===== src/rtl/c2p_pkg.sv =====
package c2p_pkg;

    // Default geometry: 32 pixels of 8 bits
    localparam int DEF_DATA_W = 32;
    localparam int DEF_PIX_W  = 8;
    localparam int DEF_ADDR_W = 8;

    // Kind of bus access seen at the converter address this cycle
    typedef enum logic [1:0] {
        ACC_NONE  = 2'd0,
        ACC_WRITE = 2'd1,
        ACC_READ  = 2'd2
    } acc_e;

endpackage


===== src/rtl/c2p_capture.sv =====
module c2p_capture
    import c2p_pkg::*;
#(
    parameter int DATA_W = DEF_DATA_W,
    parameter int PIX_W  = DEF_PIX_W
) (
    input  logic                     clk,
    input  logic                     rst_n,
    input  acc_e                     acc,
    input  logic [DATA_W-1:0]        wdata,
    output logic [DATA_W*PIX_W-1:0]  matrix_o,
    output logic                     full_o
);
    // One pixel per output bit, so the input holds PIX_W words
    localparam int WORDS = (DATA_W * PIX_W) / DATA_W;
    localparam int CNT_W = (WORDS > 1) ? $clog2(WORDS) : 1;
    localparam logic [CNT_W-1:0] LAST = CNT_W'(WORDS - 1);
    localparam logic [CNT_W-1:0] ONE  = CNT_W'(1);

    typedef struct packed {
        logic [WORDS-1:0][DATA_W-1:0] words;
        logic [CNT_W-1:0]             wcnt;
        logic                         full;
    } cap_t;

    cap_t cap_d, cap_q;

    always_comb begin
        cap_d = cap_q;
        if (acc == ACC_WRITE) begin
            if (cap_q.full) begin
                // ninth write opens a fresh batch
                cap_d.words[0] = wdata;
                cap_d.wcnt     = ONE;
                cap_d.full     = 1'b0;
            end else begin
                cap_d.words[cap_q.wcnt] = wdata;
                cap_d.wcnt              = cap_q.wcnt + ONE;
                if (cap_q.wcnt == LAST) begin
                    cap_d.full = 1'b1;
                end
            end
        end
    end

    always_ff @(posedge clk) begin
        if (!rst_n) begin
            cap_q <= '0;
        end else begin
            cap_q <= cap_d;
        end
    end

    // Word 0 sits at the top of the flat matrix, so pixel 0 is the MSB byte
    for (genvar i = 0; i < WORDS; i++) begin : g_flat
        assign matrix_o[(WORDS-1-i)*DATA_W +: DATA_W] = cap_q.words[i];
    end

    assign full_o = cap_q.full;

endmodule


===== src/rtl/c2p_transpose.sv =====
module c2p_transpose #(
    parameter int DATA_W = 32,
    parameter int PIX_W  = 8
) (
    input  logic [DATA_W*PIX_W-1:0] matrix_i,
    output logic [PIX_W*DATA_W-1:0] planes_o
);
    // Pixel p occupies matrix bits [(DATA_W-1-p)*PIX_W +: PIX_W].
    // Plane k sits at planes_o[k*DATA_W +: DATA_W], pixel p at bit DATA_W-1-p.
    for (genvar p = 0; p < DATA_W; p++) begin : g_pix
        for (genvar k = 0; k < PIX_W; k++) begin : g_bit
            assign planes_o[k*DATA_W + (DATA_W-1-p)] = matrix_i[(DATA_W-1-p)*PIX_W + k];
        end
    end

endmodule


===== src/rtl/c2p_readout.sv =====
module c2p_readout
    import c2p_pkg::*;
#(
    parameter int DATA_W = DEF_DATA_W,
    parameter int PIX_W  = DEF_PIX_W
) (
    input  logic                     clk,
    input  logic                     rst_n,
    input  acc_e                     acc,
    input  logic                     full_i,
    input  logic                     err_clr,
    input  logic [PIX_W*DATA_W-1:0]  planes_i,
    output logic [DATA_W-1:0]        rdata,
    output logic                     err
);
    localparam int PTR_W = (PIX_W > 1) ? $clog2(PIX_W) : 1;
    localparam logic [PTR_W-1:0] ONE = PTR_W'(1);

    typedef struct packed {
        logic [PTR_W-1:0]  rptr;
        logic [DATA_W-1:0] rdata;
        logic              err;
    } rd_t;

    rd_t rd_d, rd_q;
    logic [DATA_W-1:0] cur_plane;
    logic              early_rd;

    always_comb begin
        cur_plane = planes_i[rd_q.rptr*DATA_W +: DATA_W];
        early_rd  = (acc == ACC_READ) && !full_i;
    end

    always_comb begin
        rd_d = rd_q;
        if (err_clr) begin
            rd_d.err = 1'b0;
        end
        case (acc)
            ACC_WRITE: rd_d.rptr = '0;
            ACC_READ: begin
                if (full_i) begin
                    rd_d.rdata = cur_plane;
                    rd_d.rptr  = rd_q.rptr + ONE;
                end else begin
                    rd_d.rdata = '0;
                end
            end
            default: ;
        endcase
        if (early_rd) begin
            rd_d.err = 1'b1;
        end
    end

    always_ff @(posedge clk) begin
        if (!rst_n) begin
            rd_q <= '0;
        end else begin
            rd_q <= rd_d;
        end
    end

    assign rdata = rd_q.rdata;
    assign err   = rd_q.err;

endmodule


===== src/rtl/c2p_engine.sv =====
module c2p_engine
    import c2p_pkg::*;
#(
    parameter int                ADDR_W = DEF_ADDR_W,
    parameter logic [ADDR_W-1:0] BASE   = ADDR_W'('h30),
    parameter int                DATA_W = DEF_DATA_W,
    parameter int                PIX_W  = DEF_PIX_W
) (
    input  logic              clk,
    input  logic              rst_n,
    input  logic [ADDR_W-1:0] addr,
    input  logic              wr_en,
    input  logic              rd_en,
    input  logic [DATA_W-1:0] wdata,
    input  logic              err_clr,
    output logic [DATA_W-1:0] rdata,
    output logic              err
);
    localparam int MAT_W = DATA_W * PIX_W;

    acc_e             acc;
    logic             batch_full;
    logic [MAT_W-1:0] matrix;
    logic [MAT_W-1:0] planes;

    // A write beats a read in the same cycle
    always_comb begin
        acc = ACC_NONE;
        if (addr == BASE) begin
            if (wr_en) begin
                acc = ACC_WRITE;
            end else if (rd_en) begin
                acc = ACC_READ;
            end
        end
    end

    c2p_capture #(.DATA_W(DATA_W), .PIX_W(PIX_W)) u_cap (
        .clk      (clk),
        .rst_n    (rst_n),
        .acc      (acc),
        .wdata    (wdata),
        .matrix_o (matrix),
        .full_o   (batch_full)
    );

    c2p_transpose #(.DATA_W(DATA_W), .PIX_W(PIX_W)) u_xpose (
        .matrix_i (matrix),
        .planes_o (planes)
    );

    c2p_readout #(.DATA_W(DATA_W), .PIX_W(PIX_W)) u_rd (
        .clk      (clk),
        .rst_n    (rst_n),
        .acc      (acc),
        .full_i   (batch_full),
        .err_clr  (err_clr),
        .planes_i (planes),
        .rdata    (rdata),
        .err      (err)
    );

endmodule


===== config.mk =====
export PLATFORM = sky130hd
export DESIGN_NAME = c2p_engine
export DESIGN_NICKNAME = d
export VERILOG_FILES = /design/src/rtl/c2p_pkg.sv /design/src/rtl/c2p_capture.sv /design/src/rtl/c2p_transpose.sv /design/src/rtl/c2p_readout.sv /design/src/rtl/c2p_engine.sv
export SDC_FILE = /design/constraint.sdc
export NUM_CORES = 1
export LEC_CHECK = 0
export CORE_MARGIN = 3
export CORE_UTILIZATION = 59
export DETAILED_ROUTE_END_ITERATION = 8
export MAX_ROUTING_LAYER = met4
export PLACE_DENSITY = 0.79
export SETUP_SLACK_MARGIN = 0.5
export SYNTH_ARGS = -nofsm -noshare
export SYNTH_HDL_FRONTEND = slang
export SYNTH_SLANG_ARGS = --single-unit

===== constraint.sdc =====
create_clock -name clk -period 2.5 [get_ports clk]
set_input_delay 0.5 -clock clk [delete_from_list [all_inputs] [get_ports clk]]
set_output_delay 0.5 -clock clk [all_outputs]
set_load 0.05 [all_outputs]

# Word level (Yosys, flattened, before mapping)
# Cells that the tools add are included.
dict set report op_classes {
  eq_ne 5
  reduce_logical 7
  shift 1
  magnitude_cmp 2
  n_addsub 2
  n_bitwise 1
  mux 13
}
# cell count
set op_table {}
lappend op_table {{$bwmux 256} 1}
lappend op_table {{$shiftx 256x9->32} 1}
lappend op_table {{$demux 32 s3} 1}
lappend op_table {{$mux 32} 2}
lappend op_table {{$mux 36} 1}
lappend op_table {{$eq 8x6->1 const B} 1}
lappend op_table {{$add 3x1->3 const B} 2}
lappend op_table {{$mux 2} 3}
lappend op_table {{$pmux 3 s2} 1}
lappend op_table {{$lt 3x4->1 const B} 1}
lappend op_table {{$reduce_and 2->1} 2}
lappend op_table {{$reduce_bool 2->1} 2}
lappend op_table {{$eq 3x3->1 const B} 1}
lappend op_table {{$ge 3x1->1 const B} 1}
lappend op_table {{$mux 1} 3}
lappend op_table {{$mux 3} 1}
lappend op_table {{$eq 2x1->1 const B} 1}
lappend op_table {{$eq 2x2->1 const B} 1}
lappend op_table {{$logic_and 1x1->1} 2}
lappend op_table {{$ne 2x2->1 const B} 1}
lappend op_table {{$logic_not 1->1} 1}
lappend op_table {{$not 1->1} 1}
dict set report totals {
  reg_bits 296
  inputBits 45
  output_inout_bits 33
}

# Depth between registers and ports, before layout
# Gate-level depths: netlist (run 1).
dict set report depth {
  word_depth 6
  ltp_mapped 7
}

# Hierarchy
# From an unflattened synthesis (run 1), not the netlist that was laid out.
dict set report hier_totals {
  hier_cells 1918
  area_unflattened_um2 17669.4
}
# mod cells_each seq_area_each_um2 n_inst area_each_um2
set modules_own_cells {}
lappend modules_own_cells {c2p_capture 1272 5205.0 1 11875.1}
lappend modules_own_cells {c2p_readout 384 720.7 1 3828.7}
lappend modules_own_cells {c2p_transpose 256 0.0 1 1921.8}
lappend modules_own_cells {c2p_engine 6 0.0 1 43.8}

# Worst setup path after synthesis (run 1)
# OpenSTA, ideal clock, no wires.
dict set report synth_timing {
  path_type {register to register}
  startpoint {reg u_rd.rd_q[33] in the netlist's numbering}
  endpoint {reg u_rd.rd_q, in the netlist u_rd.rdata[0]}
  path_slack_ns 0.387
  n_path_buf 3
  arrival_ns 1.996
  stages_incl_launch_ff 7
  synth_period_minus_slack_ns 2.113
  t_required_ns 2.383
  cell_sequence {dfxtp_1 -> clkbuf_1 -> buf_2 -> buf_2 -> mux4_2 -> mux2_2 -> a22o_1}
}
dict set report synth_between {
  elab_chain_len 2
}
# element line
set synth_lines {}
lappend synth_lines {{from (decl)} c2p_readout.sv:25} ;# rd_t rd_d, rd_q;
lappend synth_lines {{from (signal assigned)} c2p_readout.sv:60} ;# rd_q <= rd_d;
lappend synth_lines {{$shiftx 256x9->32} c2p_readout.sv:30} ;# cur_plane = planes_i[rd_q.rptr*DATA_W +: DATA_W];
lappend synth_lines {{$mux 32} c2p_readout.sv:42} ;# if (full_i) begin
# No other way between the ends.
# A chain may end at the register's enable or synchronous reset.

# Final worst setup path (run 1)
dict set report layout_timing {
  startpoint {reg u_rd.rd_q, in the netlist u_rd.rdata[18]}
  endpoint {out rdata[18]}
}
# element line
set layout_lines {}
lappend layout_lines {{to (decl)} c2p_engine.sv:16} ;# output logic [DATA_W-1:0] rdata,
# No word-level cell between the ends.

==> results of run 1 <==
[stage by stage]
step,util [%],power (mW),setup TNS [ns],hold slack (ns),instance area (sq um)
after floorplan,-,4.953,0,0.4315,12640
after global placement,66.30,5.113,-0.04242,0.4381,13670
after detailed placement,66.30,5.112,-0.5333,0.4452,13670
after CTS,71.00,9.477,0,0.4537,14640
after global routing,71.68,9.712,0,0.4725,14780
final,71.68,9.440,0,0.4539,14780
[logic make-up (layout without fill, tap and decap cells)]
logic type / count (synthesis) / in the layout / synth area share (%)
muxes: 321 / 321 / 31.96
buffers and inverters: 127 / 182 / 5.213
and+or+nand+nor: 331 / 331 / 11.19
AOI/OAI and AO/OA: 78 / 78 / 4.310
adders and majority gates: 3 / 3 / 0.2979
DFF: 296 / 296 / 47.03
[final cells by class]
type	count	area, sq um	area share, %
clock inverters	10	107.6	0.7279
inverters	3	11.26	0.07617
clock buffers	44	872.1	5.899
flip-flops and latches	296	5934	40.14
repair buffers	125	1401	9.479
well taps	270	337.8	2.285
multi-input cells	733	6118	41.39
[worst max-delay path by stage]
stage | to | slack (ns) | cells past startpoint
CTS | rdata[20] | 0.48 | 1
global route | u_cap.matrix_o[75]$_SDFFE_PN0P_ | 0.50 | 9
floorplan | u_cap.matrix_o[193]$_SDFFE_PN0P_ | 0.48 | 6
global placement | u_cap.matrix_o[169]$_SDFFE_PN0P_ | -0.005 | 7
finish | rdata[18] | 0.55 | 1
detailed placement | u_cap.matrix_o[116]$_SDFFE_PN0P_ | -0.05 | 7
[per-layer routing]
metal / wire [um] / GRT usage, %
met5: 0 / -
met2: 14310 / 41.60
met1: 13600 / 35.46
met3: 1612 / 3.834
met4: 776 / 7.406
[cell usage after synthesis (11+ instances only)]
cell / count
a22o_1: 31
buf_1: 11
buf_2: 21
buf_4: 35
clkbuf_1: 54
dfxtp_1: 296
mux2_2: 31
mux2i_1: 228
mux4_2: 62
nand2_1: 266
nand3_1: 36
o21ai_0: 33
[registers in the layout, summed over array words and instances, names as in the netlist]
register,flops
u_cap.full_o,1
u_rd.rd_q,3
u_rd.rdata,32
u_rd.err,1
u_cap.matrix_o,256
u_cap.cap_q,3
[repair_timing]
| item | 4_1_cts | 5_1_grt |
|---|---|---|
| setup endpoints to repair | 58 | 118 |
| buffers inserted | 3 | 4 |
| gates cloned | 0 | 3 |
| hold endpoints to repair | 0 | 0 |
| resized for setup | 33 | 17 |
| pin swaps | 0 | 4 |
[power breakdown]
part           leakage (nW)  switching (mW)  internal, mW
clock                 0.490            1.82          2.61
combinational          2.55           0.200        0.0970
sequential             2.38        0.000395          4.71
total                  5.42            2.02          7.42
==> flow_summary_export.csv, run 1 <==
group,metric,value,unit
placed_design,dpl_worst_slack,-0.05028,ns
sta,slew_headroom,56.70,%
min_path,hp-start,"u_cap.matrix_o[150]$_SDFFE_PN0P_",
sta,setup_slack,0.5490,ns
die,start_util,61.10,%
die,core,0.02062,sq mm
setup_path,worstPathArrival,1.45,ns
clock_tree,clock-sinks,296,
job,maxCapViolations,0,
yosys,ys_ff_latch,296,
setup_path,max_stage_delay,0.55,ns
yosys,synth.avg_cell_area,10.90,sq um
yosys,synth_top_cell_by_area,"dfxtp_1",
route,wl_per_cell,20.46,um
sta,setup_viol,0,
setup_path,worstSetupStartpointType,"register",
sta,finalHoldViolCount,0,
clock_tree,path_clk_slew,0.06,ns
finish,final_cell_mix,"293 x dfxtp_1, 266 x nand2_1, 225 x mux2i_1, 62 x mux4_2, 41 x clkdlybuf4s50_1",
die,dieArea,0.02315,sq mm
sta,max_freq,512.6,MHz
setup_path,reg2reg_depth,4,
route,viasPerCell,5.932,
clock_tree,cts-htree-levels,1,
power_and_ir_drop,p_per_area,638.5,mW/mm^2
clock_tree,cts_tree,"yes",
route,drt-pass1-iter-count,5,
clock_tree,clock_latency,0.55,ns
setup_path,rr_startpoint,"u_rd.rd_q[33]$_SDFFE_PN0P_",
setup_path,rrSetupSlack,0.58,ns
yosys,synth_edf_count,0,
route,num_vias,8785,
setup_path,critical_path_buf_inv_count,1,
finish,post_route_cells_drive_above_1_share,17.59,%
yosys,synth_flop_cell,"dfxtp_1",
clock_tree,cts_root_buf,"clkbuf_16",
finish,final_cells,1481,
yosys,ys_types,42,
yosys,yosysTopAreaCellShare,47.03,%
min_path,min_path_type,"register to register",
power_and_ir_drop,cellLeakagePower,5.421,nW
route,drc,0,
finish,area_growth,17.32,%
setup_path,crit_chain,"dlygate4sd2_1",
route,wl,30300,um
global_routing,grt_max_degree,83,
die,num_io_pins,78,
finish,layout_commonest_cell,"dfxtp_1",
clock_tree,ctsHoldBuffers,0,
sta,min_period,1.951,ns
setup_path,startpoint,"u_rd.rdata[18]$_SDFFE_PN0N_",
global_routing,grt_pass1_vias,8844,
setup_path,end_kind,"output pin",
setup_path,required,2.00,ns
setup_path,reg2reg_to,"u_rd.rdata[6]$_SDFFE_PN0N_",
placed_design,gp_congestion,0.7373,
sta,worst_slew_pin_slew,0.6495,ns
yosys,synthCells,1156,
yosys,syn_nets,1204,
placed_design,placed_cells,1417,
route,antenna_left,0,
global_routing,grt_usage,26.21,%
die,die_h,152.1,um
yosys,yosysSeqAreaShare,47.03,%
min_path,min_to,"u_cap.matrix_o[150]$_SDFFE_PN0P_",
setup_path,critPathKind,"register to output pin",
die,row_count,52,
setup_path,path_max_fanout,2,
setup_path,critPathTopFamily,"buffers and inverters",
finish,antenna_cells,0,
sta,rsz0062_at_grt,"false",
yosys,synth_area,0.01260,sq mm
global_routing,grt_overflow,0,
die,die_w,152.1,um
min_path,hold_path_depth,2,
sta,fin_skew,0.01194,ns
clock_tree,cts_buffers,29,
placed_design,numPortBuffers,77,
status,status,"finished clean",
sta,slew_viol_final,0,
finish,layout.nets,1236,
sta,post-route-period-util,78.04,%
global_routing,antenna_found_initial,0,
yosys,yosysWarnings,0,
placed_design,dpl.hpwl,18550,um
setup_path,critical_path.slowest_cell,"dlygate4sd2_1",
global_routing,grt_pass1_wl,48420,um
clock_tree,clockBufferDepth,3,
finish,nFillCells,1423,
power_and_ir_drop,ir_drop,530.7,uV
yosys,async_flop_share,0,%
route,drtIter0Drc,619,
yosys,synth_area_leaders,"dfxtp_1 47%, mux2i_1 18%, mux4_2 11%, nand2_1 7.9%, mux2_2 2.8%",
Power figures use the tool's default switching activity.
==> run 2: changes to the inputs <==
==> constraint.sdc (replaced) <==
create_clock -name clk -period 1.8 [get_ports clk]
set_input_delay 0.36 -clock clk [delete_from_list [all_inputs] [get_ports clk]]
set_output_delay 0.36 -clock clk [all_outputs]
set_load 0.05 [all_outputs]
==> run 2 against run 1 <==
- the run now ends with setup timing left
- critical endpoint is now u_rd.rdata[25]$_SDFFE_PN0N_
- clock skew grew 0.0016 ns
- register-to-register slack got worse by 0.67 ns
- combinational power up 74%
- setup slack got worse by 0.64 ns
- critical path depth is 4 higher
- sequential cell count stayed put
- first-iteration DRC count increased by 130%
- cell count up 6.1%
- clock power increased by 42%
- wire length rose by 56%
- highest routed layer unchanged
==> flow_summary_export.csv, run 2 (synthesized netlist as in run 1, its figures left out) <==
group,metric,value,unit
status,status,"finished with violations",
status,failed_checks,"setup timing",
clock_tree,cts_root_buf,"clkbuf_16",
min_path,hp-start,"rst_n",
clock_tree,cts_tree,"yes",
finish,final-seq-area,0.005992,sq mm
placed_design,placed_cells,1435,
finish,layout_commonest_cell,"nand2_1",
min_path,min_path_type,"input pin to register",
global_routing,antenna_found_initial,1,
global_routing,grt_overflow,0,
route,wl,47190,um
sta,setup_viol,22,
setup_path,worstPathArrival,2.33,ns
placed_design,numPortBuffers,77,
route,antenna_left,0,
clock_tree,clock_latency,0.57,ns
clock_tree,cts_buffers,29,
clock_tree,path_clk_slew,0.07,ns
die,dieArea,0.02315,sq mm
finish,final_cell_mix,"264 x nand2_1, 257 x dfxtp_1, 203 x mux2i_1, 62 x mux4_2, 42 x buf_4",
power_and_ir_drop,finalPower,13.32,mW
setup_path,path_max_fanout,7,
finish,final_cells,1572,
sta,fin_skew,0.01354,ns
global_routing,grt_pass1_wl,63310,um
setup_path,rrSetupSlack,-0.09,ns
setup_path,reg2reg_to,"u_rd.rdata[25]$_SDFFE_PN0N_",
setup_path,end_kind,"register",
clock_tree,clock-sinks,296,
route,drtIter0Drc,1421,
power_and_ir_drop,ir_drop,802.2,uV
die,die_w,152.1,um
clock_tree,clockBufferDepth,3,
finish,area_growth,37.14,%
route,num_vias,10630,
global_routing,grt_max_degree,70,
placed_design,dpl.hpwl,19380,um
finish,layout.nets,1330,
job,maxCapViolations,0,
route,viasPerCell,6.763,
setup_path,critPathKind,"register to register",
die,die_h,152.1,um
global_routing,grt_pass1_vias,10840,
sta,slew_viol_final,0,
die,row_count,52,
route,drc,0,
sta,min_period,1.888,ns
finish,largest_register_ff_count,256,
finish,post_route_cells_drive_above_1_share,35.59,%
sta,worst_slew_pin_slew,0.6103,ns
die,num_io_pins,78,
power_and_ir_drop,p_per_area,771.0,mW/mm^2
min_path,hold_path_depth,3,
setup_path,rr_startpoint,"u_rd.rd_q[33]$_SDFFE_PN0P_",
die,core,0.02062,sq mm
sta,max_freq,529.6,MHz
sta,post-route-period-util,104.9,%
sta,finalHoldViolCount,0,
sta,rsz0062_at_grt,"true",
sta,slew_headroom,59.21,%
finish,nFillCells,832,
placed_design,gp_congestion,0.8597,
route,wl_per_cell,30.02,um
setup_path,worstSetupStartpointType,"register",
route,drt-pass1-iter-count,5,
setup_path,reg2reg_depth,5,
sta,setup_slack,-0.08821,ns
die,start_util,61.10,%
clock_tree,cts-htree-levels,1,
global_routing,grt_usage,35.80,%
setup_path,required,2.24,ns
finish,multi_input_area,0.006799,sq mm
power_and_ir_drop,cellLeakagePower,6.337,nW
min_path,min_to,"u_cap.matrix_o[247]$_SDFFE_PN0P_",
-- run 2: cell count changes in the layout (fill, tap and decap cells not counted), moves of 25 or more --
| cell | previous run | this run |
|---|---|---|
| dlygate4sd2_1 | 30 | 1 |
| buf_6 | 3 | 33 |
| o21ai_2 | 0 | 25 |
| mux2_2 | 31 | 4 |
| buf_8 | 1 | 37 |
| buf_16 | 0 | 27 |
| mux2_4 | 0 | 27 |
| dfxtp_1 | 293 | 257 |
| dfxtp_2 | 1 | 32 |
| o21ai_0 | 33 | 1 |
-- run 2: final cells by class --
cell class              count  area share (%)
inverters                   3         0.06517
clock buffers              44           5.047
diodes                      1         0.01448
clock inverters             6          0.4996
repair buffers            219           18.40
multi-input cells         733           39.35
well taps                 270           1.955
flip-flops and latches    296           34.68
-- run 2: through the flow --
stage | setup WS, ns | TNS, ns | hold slack [ns] | area [sq um] | util, %
after floorplan | -0.05603 | -7.547 | 0.4315 | 12800 | -
after global placement | -0.6163 | -148.65 | 0.4377 | 13790 | 66.85
after detailed placement | -0.6214 | -155.07 | 0.4437 | 13790 | 66.85
after CTS | -0.03551 | -0.2355 | 0.2353 | 16580 | 80.39
after global routing | -0.1123 | -1.193 | 0.3046 | 17280 | 83.78
final | -0.08821 | -0.8034 | 0.2872 | 17280 | 83.78
-- run 2: per-layer routing --
layer / GRT usage (%) / part of all wire [%]
met4: 19.52 / 8.0
met1: 42.26 / 35
met3: 9.486 / 12
met2: 56.08 / 46
met5: - / 0
-- run 2: timing repair --
item / in CTS / in global routing
setup buffers: 48 / 11
hold buffers: 0 / 0
cloned: 24 / 3
gates resized for setup: 281 / 108
setup endpoints to repair: 329 / 329
pin swaps: 36 / 34
-- run 2: how the worst max path moves through the flow --
stage	start	to	cells past startpoint	slack [ns]
after detailed placement	addr[4]	u_cap.matrix_o[64]$_SDFFE_PN0P_	8	-0.62
after CTS	u_rd.rd_q[33]$_SDFFE_PN0P_	u_rd.rdata[25]$_SDFFE_PN0N_	5	-0.04
after global placement	addr[4]	u_cap.matrix_o[206]$_SDFFE_PN0P_	7	-0.62
after global routing	u_rd.rd_q[33]$_SDFFE_PN0P_	u_rd.rdata[25]$_SDFFE_PN0N_	5	-0.11
after floorplan	addr[2]	u_cap.matrix_o[193]$_SDFFE_PN0P_	6	-0.06
final	u_rd.rd_q[33]$_SDFFE_PN0P_	u_rd.rdata[25]$_SDFFE_PN0N_	5	-0.09
-- run 2: critical path: stages (launching register included) --
cell     delay [ns]
dfxtp_4        0.38
buf_12         0.18
buf_16         0.15
mux4_2         0.53
mux2_4         0.32
a22o_1         0.20
-- run 2: power by group --
part           internal (mW)  switching [mW]  total [mW]  leakage (nW)
clock network           3.60            2.67        6.27         0.470
registers               6.54        0.000885        6.54          2.40
logic                  0.163           0.354       0.517          3.46
total                   10.3            3.02        13.3          6.34
